<file path="src/rtl/csp_pkg.sv">
package csp_pkg;
  // synchronized host pins, one bit each
  typedef struct packed {
    logic sclk;
    logic sdi;
    logic rd_n;
    logic ld_n;
  } pins_t;

  localparam int PIN_W = $bits(pins_t);
  localparam pins_t PIN_IDLE = '{sclk: 1'b0, sdi: 1'b0, rd_n: 1'b1, ld_n: 1'b1};
endpackage

</file>
<file path="src/rtl/csp_sync_edge.sv">
module csp_sync_edge #(
  parameter int          W      = 4,
  parameter int          STAGES = 2,
  parameter logic [W-1:0] RST_VAL = '0
) (
  input  logic         clk_i,
  input  logic         rst_ni,
  input  logic [W-1:0] async_i,
  output logic [W-1:0] sync_o,
  output logic [W-1:0] rise_o,
  output logic [W-1:0] fall_o
);
  logic [W-1:0] stage_q [STAGES];
  logic [W-1:0] last_q;

  genvar g;
  generate
    for (g = 0; g < STAGES; g++) begin : g_stage
      if (g == 0) begin : g_first
        always_ff @(posedge clk_i or negedge rst_ni) begin
          if (!rst_ni) stage_q[0] <= RST_VAL;
          else         stage_q[0] <= async_i;
        end
      end else begin : g_next
        always_ff @(posedge clk_i or negedge rst_ni) begin
          if (!rst_ni) stage_q[g] <= RST_VAL;
          else         stage_q[g] <= stage_q[g-1];
        end
      end
    end
  endgenerate

  always_ff @(posedge clk_i or negedge rst_ni) begin
    if (!rst_ni) last_q <= RST_VAL;
    else         last_q <= stage_q[STAGES-1];
  end

  assign sync_o = stage_q[STAGES-1];
  assign rise_o = stage_q[STAGES-1] & ~last_q;
  assign fall_o = ~stage_q[STAGES-1] & last_q;
endmodule

</file>
<file path="src/rtl/csp_tx_shift.sv">
module csp_tx_shift #(
  parameter int FRAME_W = 18
) (
  input  logic               clk_i,
  input  logic               rst_ni,
  input  logic               start_i,
  input  logic               stop_i,
  input  logic               shift_i,
  input  logic [FRAME_W-1:0] frame_i,
  output logic               sdo_o,
  output logic               oe_o
);
  logic [FRAME_W-1:0] sreg_q;
  logic               oe_q;

  always_ff @(posedge clk_i or negedge rst_ni) begin
    if (!rst_ni) begin
      sreg_q <= '0;
      oe_q   <= 1'b0;
    end else if (start_i) begin
      sreg_q <= frame_i;
      oe_q   <= 1'b1;
    end else if (stop_i) begin
      sreg_q <= '0;
      oe_q   <= 1'b0;
    end else if (shift_i && oe_q) begin
      // zero fill: bits past the frame read as 0
      sreg_q <= {sreg_q[FRAME_W-2:0], 1'b0};
    end
  end

  assign oe_o  = oe_q;
  assign sdo_o = oe_q & sreg_q[FRAME_W-1];
endmodule

</file>
<file path="src/rtl/csp_rx_shift.sv">
module csp_rx_shift #(
  parameter int             W       = 8,
  parameter logic [W-1:0]   RST_VAL = '0
) (
  input  logic         clk_i,
  input  logic         rst_ni,
  input  logic         clr_i,
  input  logic         shift_i,
  input  logic         bit_i,
  input  logic         commit_i,
  output logic [W-1:0] val_o,
  output logic         upd_o
);
  logic [W-1:0] sreg_q;
  logic [W-1:0] val_q;
  logic         upd_q;

  always_ff @(posedge clk_i or negedge rst_ni) begin
    if (!rst_ni)      sreg_q <= '0;
    else if (clr_i)   sreg_q <= '0;
    else if (shift_i) sreg_q <= {sreg_q[W-2:0], bit_i};
  end

  always_ff @(posedge clk_i or negedge rst_ni) begin
    if (!rst_ni) begin
      val_q <= RST_VAL;
      upd_q <= 1'b0;
    end else begin
      upd_q <= commit_i;
      if (commit_i) val_q <= sreg_q;
    end
  end

  assign val_o = val_q;
  assign upd_o = upd_q;
endmodule

</file>
<file path="src/rtl/conv_serial_port.sv">
module conv_serial_port
  import csp_pkg::*;
#(
  parameter int                MAG_W       = 16,
  parameter int                LOAD_W      = 8,
  parameter int                SYNC_STAGES = 2,
  parameter logic [LOAD_W-1:0] LOAD_RST    = '0
) (
  input  logic              clk_i,
  input  logic              rst_ni,
  input  logic              sclk_i,
  input  logic              sdi_i,
  input  logic              rd_ni,
  input  logic              ld_ni,
  input  logic              res_ovr_i,
  input  logic              res_pol_i,
  input  logic [MAG_W-1:0]  res_mag_i,
  output logic              sdo_o,
  output logic              sdo_oe_o,
  output logic [LOAD_W-1:0] load_val_o,
  output logic              load_upd_o
);
  localparam int FRAME_W = MAG_W + 2;

  pins_t pins_raw, pins_s, pins_r, pins_f;

  assign pins_raw = '{sclk: sclk_i, sdi: sdi_i, rd_n: rd_ni, ld_n: ld_ni};

  // sdi travels with sclk so it is aligned at the detected edge
  csp_sync_edge #(
    .W      (PIN_W),
    .STAGES (SYNC_STAGES),
    .RST_VAL(PIN_IDLE)
  ) u_sync (
    .clk_i  (clk_i),
    .rst_ni (rst_ni),
    .async_i(pins_raw),
    .sync_o (pins_s),
    .rise_o (pins_r),
    .fall_o (pins_f)
  );

  logic [FRAME_W-1:0] frame;
  assign frame = {res_ovr_i, res_pol_i, res_mag_i};

  csp_tx_shift #(.FRAME_W(FRAME_W)) u_tx (
    .clk_i  (clk_i),
    .rst_ni (rst_ni),
    .start_i(pins_f.rd_n),
    .stop_i (pins_r.rd_n),
    .shift_i(pins_f.sclk),
    .frame_i(frame),
    .sdo_o  (sdo_o),
    .oe_o   (sdo_oe_o)
  );

  csp_rx_shift #(.W(LOAD_W), .RST_VAL(LOAD_RST)) u_rx (
    .clk_i   (clk_i),
    .rst_ni  (rst_ni),
    .clr_i   (pins_f.ld_n),
    .shift_i (pins_r.sclk & ~pins_s.ld_n),
    .bit_i   (pins_s.sdi),
    .commit_i(pins_r.ld_n),
    .val_o   (load_val_o),
    .upd_o   (load_upd_o)
  );
endmodule

</file>
<file path="config.mk">
export PLATFORM = sky130hd
export DESIGN_NAME = conv_serial_port
export DESIGN_NICKNAME = d
export VERILOG_FILES = /design/src/rtl/csp_pkg.sv /design/src/rtl/csp_sync_edge.sv /design/src/rtl/csp_tx_shift.sv /design/src/rtl/csp_rx_shift.sv /design/src/rtl/conv_serial_port.sv
export SDC_FILE = /design/constraint.sdc
export NUM_CORES = 1
export LEC_CHECK = 0
export ABC_AREA = 1
export BUFFER_PORTS_ARGS = -buffer_cell sky130_fd_sc_hd__buf_4
export CAP_MARGIN = 20
export CORE_ASPECT_RATIO = 1.2
export CORE_MARGIN = 10
export CORE_UTILIZATION = 55
export CTS_CLUSTER_DIAMETER = 50
export CTS_CLUSTER_SIZE = 20
export DETAILED_ROUTE_END_ITERATION = 10
export PLACE_DENSITY = 0.84
export SYNTH_ARGS = -nofsm -noshare
export SYNTH_HDL_FRONTEND = slang
export SYNTH_HIERARCHICAL = 1
export SYNTH_SLANG_ARGS = --single-unit
</file>
<file path="constraint.sdc">
create_clock -name clk_i -period 1.6 [get_ports clk_i]
set_input_delay 0.08 -clock clk_i [delete_from_list [all_inputs] [get_ports clk_i]]
set_output_delay 0.08 -clock clk_i [all_outputs]
set_load 0.02 [all_outputs]
</file>
# --- Yosys cells after proc, flatten, opt, wreduce, memory -nomap -nowiden ---
# Index checks and enable logic that the tools add are counted.
# W data, S select, Z words.
classes:
  reduce_logical: 4
  bitwise_logic: 7
  mux: 7
ops:
  columns: ["op", "count"]
  rows:
  - ["$mux W18", 3]
  - ["$mux W8", 2]
  - ["$and A4 B4 Y4", 2]
  - ["$not A4 Y4", 2]
  - ["$reduce_bool A2 Y1", 2]
  - ["$reduce_bool A3 Y1", 1]
  - ["$and A1 B1 Y1", 2]
  - ["$mux W1", 2]
  - ["$logic_and A1 B1 Y1", 1]
  - ["$not A1 Y1", 1]
totals:
  register_bits: 48
  out_inout_bits: 11
  word_cells: 26
  input_bits: 24

# --- Longest topological paths before layout ---
depth:
  word_depth: 6
  ltp_mapped: 8
  depth_no_buf: 7

# --- Modules after synthesis ---
# Netlist, hierarchy kept.
modules_own_cells:
  columns: ["mod", "seq_area_each_um2", "cells_each", "instances", "area_each_um2"]
  rows:
  - ["csp_tx_shift", 475.5, 136, 1, 974.7]
  - ["csp_rx_shift", 425.4, 69, 1, 671.9]
  - ["csp_sync_edge", 307.8, 32, 1, 397.9]
  - ["conv_serial_port", 0.0, 2, 1, 10.0]

# --- Worst setup path before layout ---
# Ideal clock, no wire load.
synth_timing:
  path_kind: "register -> register"
  start: "reg u_sync.last_q[1]"
  end: "reg u_tx.sreg_q[1]"
  t_required_ns: 1.484
  path_buffers: 1
  period_less_slack_ns: 1.439
  stages_incl_launch_ff: 9
  setup_time_ns: 0.116
  arrival_ns: 1.323
  path_slack_ns: 0.161
  cell_sequence: "dfstp_2 > inv_1 > nor2_1 > nor2_8 > nand2_4 > inv_4 > buf_6 > nand2_1 > nand2_1"
synth_lines:
  columns: ["item", "line_no", "text"]
  rows:
  - ["start, declared", "csp_sync_edge.sv:14", "logic [W-1:0] last_q;"]
  - ["start signal, assigned", "csp_sync_edge.sv:35", "else last_q <= stage_q[STAGES-1];"]
  - ["end signal, assigned", "csp_tx_shift.sv:21", "sreg_q <= frame_i;"]
  - ["end signal, assigned", "csp_tx_shift.sv:28", "sreg_q <= {sreg_q[FRAME_W-2:0], 1'b0};"]
  - ["end, declared", "csp_tx_shift.sv:13", "logic [FRAME_W-1:0] sreg_q;"]

==> flow_summary.toml <==
[final_layout]
postLayoutCellArea_um2 = 2440
fin_nets = 300
fin_cells = 314
most-common-layout-cells = "nand2_1 (131), dfrtp_1 (41), buf_4 (40), inv_1 (16)"
drive_above_1_share_pct = 21.7
layout_commonest_cell = "nand2_1"
n_antenna_cell = 0
syn_to_final_growth_pct = 21.8

[die]
row_count = 23
dieWidth_um = 75.0
start_util_pct = 58.4
ios = 35
die_height_um = 86.1
core_um2 = 3420
dieArea_um2 = 6460

[worst_hold_path]
hp-class = "input port to flop"

[sta]
fin_hold_ws_ns = 0.0616
max_freq_mhz = 670
setup-violations-final = 0
worstMarginPinSlew_ns = 0.561
final.setup.worst_slack_ns = 0.108
fin_skew_ns = 0.00664
relSlewSlack_pct = 62.6
slew_violations = 0
period_share_pct = 93.2
hold_viol_final = 0
rsz0062_at_grt = "false"
layout_min_cycle_time_ns = 1.49
tns_ns = 0

[route]
drc = 0
wl_mm = 3.77
drt_iter0_drc = 141
vias = 1527
wl_per_cell_um = 12.0
viasPerCell = 4.86
ant_nets = 0
firstDrtPassIters = 4

[worst_setup_path]
arrival_ns = 1.69
critPathLaunchType = "flop"
crit_required_ns = 1.80
endpoint_kind = "flop"
cp_max_fo = 18
crit_type = "flop to flop"

[logic_synthesis]
netlist_area_um2 = 2000
synth_nets = 256
yosysWarningCount = 6
synth_area_per_cell_um2 = 8.62
netlist_instances = 232

[grt]
grt.overflow.total = 0
grt_max_degree = 48
grt_pass1_wl_mm = 6.67
grtUsageTotal_pct = 13.1
antenna_found_initial = 0
grt_pass1_vias = 1518

[placement]
hpwl_mm = 2.61
numPortBuffers = 34
place_inst = 300
place_congestion = 0.800
dp_slack_ns = 0.132
postPlaceCellArea_um2 = 2260

[clock_tree]
holdBufCountCts = 6
htreeDepth = 2
clk_pin_slew_ns = 0.09
post-cts-setup-buffer-count = 0
cts_num_sinks = 47
ctsRootBufferMaster = "clkbuf_8"
worstSkewPairLatency_ns = 0.30
cts_buffers = 5
clk_path_buf_depth = 2
cts_tree = "built"
cts_resized = 0

[run_status]
status = "complete, no violations"

[power]
p_leak_uw = 0.00136
power_density_nw_per_um2 = 1060
ir_worst_vdd_uv = 743

[flow_run]
maxCapViolCount = 0
## final timing paths
check	start	endpoint	slack (ns)	cells after the start
setup reg to reg	u_sync/sync_o[1]	u_tx/sreg_q[15]	0.11	7
hold / removal	res_mag_i[4]	u_tx/sreg_q[4]	0.06	5
hold reg to reg	u_sync/stage_q[4]	u_sync/sync_o[0]	0.36	0
min in group asynchronous	rst_ni	u_tx/sreg_q[3]	0.30	2
max in group asynchronous	rst_ni	u_sync/sync_o[0]	0.90	2
setup / recovery	u_sync/sync_o[1]	u_tx/sreg_q[15]	0.11	7
## critical path: stages (launching register included)
cell and delay, ns:
dfstp_2 0.56, inv_1 0.04, nor2_1 0.26, nor2_8 0.11, nand2_4 0.16, inv_4 0.12, nand2_1 0.10, nand2_1 0.05
## final cells by class
cell class                 count  area [um^2]
clock buffer                   5         68.8
clock inverter                 3         47.5
fill                         260          988
inverter                      18         70.1
multi-input combinational    158          659
sequential                    47         1180
tap                           37         46.3
timing repair buffer          46          360
## per-stage QoR
| step | utilization [%] | total power (uW) |
|---|---|---|
| floorplan | - | 1590 |
| global placement | 66.0 | 1700 |
| global route | 71.1 | 2720 |
| finish | 71.1 | 2580 |
| CTS | 71.1 | 2600 |
| detailed placement | 66.0 | 1710 |
## registers in the layout, indices dropped and copies added (netlist names)
register and cells:
u_sync/sync_o 4, u_rx/upd_o 1, u_rx/sreg_q 8, u_sync/last_q 3, u_tx/oe_o 1, u_rx/val_o 8, u_tx/sreg_q 18, u_sync/stage_q 4
## where the power goes
part / leakage [uW] / total [uW] / internal, uW / switching, uW
sequential: 0.000602 / 1360 / 1300 / 63.5
combinational: 0.000700 / 343 / 146 / 198
clock: 0.0000587 / 873 / 473 / 400
## metal layers
metal  track usage, %  wire length, um
met2             21.6             1880
met5                0                0
met4             5.34               68
met1             14.8             1640
met3             4.73              189
Note: power is estimated with default switching activity, not from simulation.
